**src/rtl/uart_tx_pkg.sv**
```systemverilog
package uart_tx_pkg;

  typedef enum logic [2:0] {
    ST_IDLE  = 3'd0,
    ST_START = 3'd1,
    ST_DATA  = 3'd2,
    ST_PAR   = 3'd3,
    ST_STOP  = 3'd4,
    ST_BREAK = 3'd5
  } txState_e;

  // Strobes from control to datapath
  typedef struct packed {
    logic loadChar;   // capture FIFO data into holding register
    logic clearOnes;  // reset the ones parity accumulator
    logic addBit;     // fold the current data bit into the accumulator
  } txStrobe_t;

endpackage

```
**src/rtl/uart_tx_ctrl.sv**
```systemverilog
module uart_tx_ctrl
  import uart_tx_pkg::*;
#(
  parameter int MAX_BITS = 8,
  parameter int MIN_BITS = 5,
  localparam int IDX_W = $clog2(MAX_BITS),
  localparam int CFG_W = $clog2(MAX_BITS - MIN_BITS + 1)
) (
  input  logic             clk,
  input  logic             rstN,
  input  logic             baudTick,
  input  logic             fifoNotEmpty,
  input  logic             fifoRdValid,
  input  logic [CFG_W-1:0] cfgDataBits,
  input  logic             cfgParityEn,
  input  logic             cfgStopTwo,
  input  logic             breakStart,
  input  logic             breakStop,
  output logic             fifoRdEn,
  output txState_e         state,
  output logic [IDX_W-1:0] bitIdx,
  output txStrobe_t        strobe
);

  txState_e   nextState;
  logic       gotChar;
  logic       breakPend;
  logic       stopCnt;
  logic [IDX_W-1:0] bitLast;

  assign bitLast = IDX_W'(MIN_BITS - 1) + IDX_W'(cfgDataBits);

  assign fifoRdEn = (state == ST_IDLE) && baudTick && fifoNotEmpty;

  always_comb begin
    strobe.loadChar  = (state == ST_START) && fifoRdValid && !gotChar;
    strobe.clearOnes = fifoRdEn;
    strobe.addBit    = (state == ST_DATA) && baudTick;
  end

  always_comb begin
    nextState = state;
    unique case (state)
      ST_IDLE:  if (fifoRdEn) nextState = ST_START;
      ST_START: if (baudTick) nextState = gotChar ? ST_DATA : ST_IDLE;
      ST_DATA:  if (baudTick && (bitIdx == bitLast))
                  nextState = cfgParityEn ? ST_PAR : ST_STOP;
      ST_PAR:   if (baudTick) nextState = ST_STOP;
      ST_STOP:  if (baudTick && (stopCnt == cfgStopTwo))
                  nextState = breakPend ? ST_BREAK : ST_IDLE;
      ST_BREAK: if (breakStop) nextState = ST_IDLE;
      default:  nextState = ST_IDLE;
    endcase
  end

  always_ff @(posedge clk) begin
    if (!rstN) begin
      state     <= ST_IDLE;
      gotChar   <= 1'b0;
      breakPend <= 1'b0;
      stopCnt   <= 1'b0;
      bitIdx    <= '0;
    end else begin
      state <= nextState;

      if (state != ST_START) gotChar <= 1'b0;
      else if (fifoRdValid)  gotChar <= 1'b1;

      if (breakStop)       breakPend <= 1'b0;
      else if (breakStart) breakPend <= 1'b1;

      if (state != ST_DATA)  bitIdx <= '0;
      else if (baudTick)     bitIdx <= bitIdx + 1'b1;

      if (state != ST_STOP)  stopCnt <= 1'b0;
      else if (baudTick)     stopCnt <= 1'b1;
    end
  end

  // a read request only from idle, and a start bit follows it
  p_read_from_idle_r2: assert property (@(posedge clk) disable iff (!rstN)
    fifoRdEn |-> (state == ST_IDLE));
  p_start_after_read_r2: assert property (@(posedge clk) disable iff (!rstN)
    fifoRdEn |=> (state == ST_START));

  // an unconfirmed read never reaches the data bits
  p_abandon_frame_r3: assert property (@(posedge clk) disable iff (!rstN)
    (state == ST_START && baudTick && !gotChar && !fifoRdValid) |=> (state == ST_IDLE));

  // no parity slot when parity is off
  p_no_parity_slot_r6: assert property (@(posedge clk) disable iff (!rstN)
    (state == ST_DATA && !cfgParityEn) |=> (state != ST_PAR));

  // break is held until released
  p_break_held_r8: assert property (@(posedge clk) disable iff (!rstN)
    (state == ST_BREAK && !breakStop) |=> (state == ST_BREAK));

  // stop bits end in idle unless a break was pending
  p_stop_to_idle_r9: assert property (@(posedge clk) disable iff (!rstN)
    ($past(state) == ST_STOP && state != ST_STOP && state != ST_BREAK) |-> (state == ST_IDLE));

endmodule

```
**src/rtl/uart_tx_dpath.sv**
```systemverilog
module uart_tx_dpath
  import uart_tx_pkg::*;
#(
  parameter int MAX_BITS = 8,
  localparam int IDX_W = $clog2(MAX_BITS)
) (
  input  logic                clk,
  input  logic                rstN,
  input  logic                baudTick,
  input  logic                breakStop,
  input  logic [MAX_BITS-1:0] fifoRdData,
  input  logic [1:0]          cfgParityMode,
  input  txState_e            state,
  input  logic [IDX_W-1:0]    bitIdx,
  input  txStrobe_t           strobe,
  output logic                txOut
);

  logic [MAX_BITS-1:0] holdReg;
  logic                onesOdd;
  logic                parityBit;

  always_ff @(posedge clk) begin
    if (!rstN) begin
      holdReg <= '0;
      onesOdd <= 1'b0;
    end else begin
      if (strobe.loadChar) holdReg <= fifoRdData;
      if (strobe.clearOnes)   onesOdd <= 1'b0;
      else if (strobe.addBit) onesOdd <= onesOdd ^ holdReg[bitIdx];
    end
  end

  always_comb begin
    unique case (cfgParityMode)
      2'b00: parityBit = ~onesOdd;
      2'b01: parityBit = onesOdd;
      2'b10: parityBit = 1'b0;
      default: parityBit = 1'b1;
    endcase
  end

  always_comb begin
    unique case (state)
      ST_START: txOut = 1'b0;
      ST_DATA:  txOut = holdReg[bitIdx];
      ST_PAR:   txOut = parityBit;
      ST_BREAK: txOut = 1'b0;
      default:  txOut = 1'b1;
    endcase
  end

  // the captured character stays put outside the start bit
  p_hold_stable_r10: assert property (@(posedge clk) disable iff (!rstN)
    (state != ST_START) |=> $stable(holdReg));

  // the line moves only after a tick or a break release
  p_tx_on_tick_r11: assert property (@(posedge clk) disable iff (!rstN)
    (txOut != $past(txOut)) |-> ($past(baudTick) || $past(breakStop)));

endmodule

```
**src/rtl/uart_tx_serializer.sv**
```systemverilog
module uart_tx_serializer
  import uart_tx_pkg::*;
#(
  parameter int MAX_BITS = 8,
  parameter int MIN_BITS = 5,
  localparam int IDX_W = $clog2(MAX_BITS),
  localparam int CFG_W = $clog2(MAX_BITS - MIN_BITS + 1)
) (
  input  logic                clk,
  input  logic                rstN,
  input  logic                baudTick,
  input  logic                fifoNotEmpty,
  input  logic                fifoRdValid,
  input  logic [MAX_BITS-1:0] fifoRdData,
  input  logic [CFG_W-1:0]    cfgDataBits,
  input  logic                cfgParityEn,
  input  logic [1:0]          cfgParityMode,
  input  logic                cfgStopTwo,
  input  logic                breakStart,
  input  logic                breakStop,
  output logic                fifoRdEn,
  output logic                txOut
);

  txState_e         state;
  logic [IDX_W-1:0] bitIdx;
  txStrobe_t        strobe;

  uart_tx_ctrl #(.MAX_BITS(MAX_BITS), .MIN_BITS(MIN_BITS)) u_ctrl (
    .clk(clk), .rstN(rstN), .baudTick(baudTick),
    .fifoNotEmpty(fifoNotEmpty), .fifoRdValid(fifoRdValid),
    .cfgDataBits(cfgDataBits), .cfgParityEn(cfgParityEn),
    .cfgStopTwo(cfgStopTwo), .breakStart(breakStart), .breakStop(breakStop),
    .fifoRdEn(fifoRdEn), .state(state), .bitIdx(bitIdx), .strobe(strobe)
  );

  uart_tx_dpath #(.MAX_BITS(MAX_BITS)) u_dpath (
    .clk(clk), .rstN(rstN), .baudTick(baudTick), .breakStop(breakStop),
    .fifoRdData(fifoRdData), .cfgParityMode(cfgParityMode),
    .state(state), .bitIdx(bitIdx), .strobe(strobe), .txOut(txOut)
  );

  // idle line right after reset
  p_reset_idle_r1: assert property (@(posedge clk)
    !rstN |=> (txOut && !fifoRdEn));

endmodule

```
**config.mk**
```make
export PLATFORM = sky130hd
export DESIGN_NAME = uart_tx_serializer
export DESIGN_NICKNAME = d
export VERILOG_FILES = /design/src/rtl/uart_tx_pkg.sv /design/src/rtl/uart_tx_ctrl.sv /design/src/rtl/uart_tx_dpath.sv /design/src/rtl/uart_tx_serializer.sv
export SDC_FILE = /design/constraint.sdc
export NUM_CORES = 1
export LEC_CHECK = 0
export ABC_AREA = 1
export BUFFER_PORTS_ARGS = -buffer_cell sky130_fd_sc_hd__buf_2
export CAP_MARGIN = 20
export CORE_ASPECT_RATIO = 0.75
export CORE_MARGIN = 1
export CORE_UTILIZATION = 52
export DETAILED_ROUTE_END_ITERATION = 7
export PLACE_DENSITY = 0.84
export SYNTH_ARGS = -nofsm -noshare
export SYNTH_HDL_FRONTEND = slang
export SYNTH_HIERARCHICAL = 1
export SYNTH_SLANG_ARGS = --single-unit
```
**constraint.sdc**
```tcl
create_clock -name clk -period 1.6 [get_ports clk]
set_input_delay 0.16 -clock clk [delete_from_list [all_inputs] [get_ports clk]]
set_output_delay 0.16 -clock clk [all_outputs]
set_load 0.02 [all_outputs]
```
==> reports/qor.yml <==
path_class: "reg -> out"
grt_use_met2_pct: 37.3
r2r_slack_ns: 0.24
cap_violations: 0
crit_slowest_cell: "dfxtp_4"
die_w_um: 54.1
setup_slack_ns: 0.0690
synthSimpleGateAreaFrac_pct: 33.6
vias: 1024
finalNetCount: 206
yosysSeqAreaShare_pct: 34.0
die_area_um2: 2220
hold_path.class: "in -> reg"
h-tree-depth: 1
fin_skew_ns: 0.00696
synth_compound_gate_area_share_pct: 16.3
hpwl_um: 1690
synth_top_family_by_area: "simple AND/OR/NAND/NOR gates"
path_cells: "inv_4, nand2_1, nand3_1, nand3_2, a21boi_2, o21ai_1, buf_4"
seqPwrFrac_pct: 39.4
p_sw_uw: 574
holdPathStages: 2
synth_fa_ha_area_share_pct: 1.18
cts_buffers: 3
cts-root-buf: "clkbuf_4"
cts.sinks: 18
fmax_ghz: 0.653
synth.most_common_cell: "nand2_1"
clk_path_buf_depth: 2
syn_avg_cell_area_um2: 6.66
worstSetupPathDepth: 7
io_buffers: 22
synth_cell_types: 27
synth.top_cell.area_share_pct: 34.0
synth-async-reset-ratio_pct: 0
synth_xor_area_share_pct: 0.827
synth_cells: 159
grt_overflow: 0
fin_setup_tns_ns: 0
ctsHoldBuffers: 0
crit_path_end_kind: "primary output"
drc: 0
synth_edf_count: 0
clk_pin_slew_ns: 0.11
final_cells: 205
required_ns: 1.44
met3_usage_pct: 6.67
critical_path_arrival_ns: 1.37
ios: 23
cpPeakStageDelay_ns: 0.39
grt_pass1_wl_um: 3420
p_sw_share_pct: 39.2
p_leak_nw: 0.585
diodes: 0
core_um2: 1820
synth_area_leaders: "dfxtp_1, nand2_1, inv_1"
via_per_inst: 5.00
rows: 13
cp_max_fo: 7
synth_mux_area_share_pct: 0
power.total_mw: 1.47
fin_crit_sh_pct: 95.7
clock_latency_ns: 0.30
ys.flop_type: "dfxtp_1"
rsz0062_at_grt: "no"
final_util_pct: 68.2
syn_nets: 181
dr.pass1.iters: 4
synth_top_area_cell: "dfxtp_1"
syn_to_final_growth_pct: 17.4
synth_warnings: 6
grt_busiest_layer: "met2"
fp.dieH_um: 41.1
synth_commonest_cells: "nand2_1, inv_1, dfxtp_1"
dp_slack_ns: 0.240
drt_wl_total_um: 2280
fillers: 167
gp_congestion: 0.856
wire_per_inst_um: 11.1
ant_nets: 0
peakVddDrop_mv: 0.792
synth.cell_area_um2: 1060
cp_num_buf_inv: 2
synth-seq-cells: 18
reg2regPathDepth: 9
grt_util_all_layers_pct: 22.5
combPwrFrac_pct: 41.1
grt_max_degree: 17
start_util_pct: 58.1
place_inst: 200
finalCriticalPeriod_ns: 1.53
stdcell_area_um2: 1240
power.density_nw_per_um2: 1180
layout-drive-gt1-share_pct: 26.8
cts_tree: "built"
max-slew-margin-rel_pct: 74.3
clock_power_share_pct: 19.5
grtUsageMet1_pct: 29.4
crit_path_start_kind: "flip-flop"
fin_hold_ws_ns: 0.0282
p_int_uw: 891
status: "completed"
tightestPinTransition_ns: 0.385
post_dp_cell_area_um2: 1170
critPathTopFamily: "flip-flops"
dr.first_iter.drc_count: 30
setup-violations-final: 0
first_global_vias: 797
hold_violations: 0
slew_violations: 0
antenna_found_initial: 0
-- final timing paths --
path                                           to                            start
setup / recovery                            txOut    u_ctrl/bitIdx[0]$_SDFFE_PP0P_
hold / removal      u_ctrl/breakPend$_SDFFE_PP0P_                        breakStop
setup reg to reg     u_ctrl/state[0]$_SDFFE_PN0P_    u_ctrl/bitIdx[0]$_SDFFE_PP0P_
hold reg to reg   u_dpath/holdReg[6]$_SDFFE_PN0P_  u_dpath/holdReg[6]$_SDFFE_PN0P_
-- cell families after synthesis --
kind of cell,after synthesis
buffers and inverters,35
AOI/OAI and AO/OA,30
xor gates and xnor gates,1
and+or+nand+nor,74
adders and majority gates,1
DFF,18
-- cell type report --
| cell class | instances | area [um2] | area share (%) |
|---|---|---|---|
| multi-input cells | 106 | 563 | 45.3 |
| flip-flops and latches | 18 | 368 | 29.6 |
| inverters | 32 | 128 | 10.3 |
| repair buffers | 23 | 120 | 9.67 |
| clock buffers | 4 | 36.3 | 2.92 |
| well taps | 22 | 27.5 | 2.22 |
-- registers in the layout (all words and copies together) (netlist names) --
register	count
u_dpath/holdReg	8
u_ctrl/stopCnt	1
u_ctrl/breakPend	1
u_ctrl/bitIdx	3
u_ctrl/state	3
u_dpath/onesOdd	1
u_ctrl/gotChar	1
-- cells in the final DEF, fill, tap and decap left out, drive strengths merged, types with 4 or more instances in the layout --
| master | Yosys | final |
|---|---|---|
| buf | 3 | 23 |
| inv | 31 | 31 |
| dfxtp | 18 | 18 |
| nor2 | 18 | 18 |
| clkbuf | 0 | 4 |
| o21ai | 16 | 16 |
| a21oi | 11 | 11 |
| nand3 | 14 | 14 |
| nand2 | 39 | 39 |
-- what timing repair did --
| action | in CTS | in global routing |
|---|---|---|
| endpoints found under the setup margin | 1 | 1 |
| hold endpoints to repair | 0 | 0 |
| gates cloned | 0 | 0 |
| setup buffers | 0 | 1 |
| pin swaps | 0 | 2 |
| gates resized for setup | 2 | 8 |
-- layer usage --
layer  part of all wire, %  wire, um
met1                    49      1110
met2                    45      1030
met3                   5.1       117
met4                  0.57        13
met5                     0         0
-- worst register-to-register path, stage by stage, from the launching register on --
cell and delay (ns):
dfxtp_4 0.41, buf_4 0.13, inv_1 0.05, nand2_1 0.05, nand3_1 0.13, o21bai_4 0.18
nand3_4 0.12, nand2_1 0.09, inv_1 0.04, nor2_1 0.10
-- power groups by stage --
stage	registers [mW]	clock network, mW	logic [mW]
floorplan	0.574	0	0.453
global placement	0.585	0	0.544
detailed placement	0.588	0	0.563
CTS	0.578	0.291	0.569
global route	0.585	0.306	0.670
finish	0.578	0.286	0.602
No activity file was read; power rests on OpenSTA's default activity.
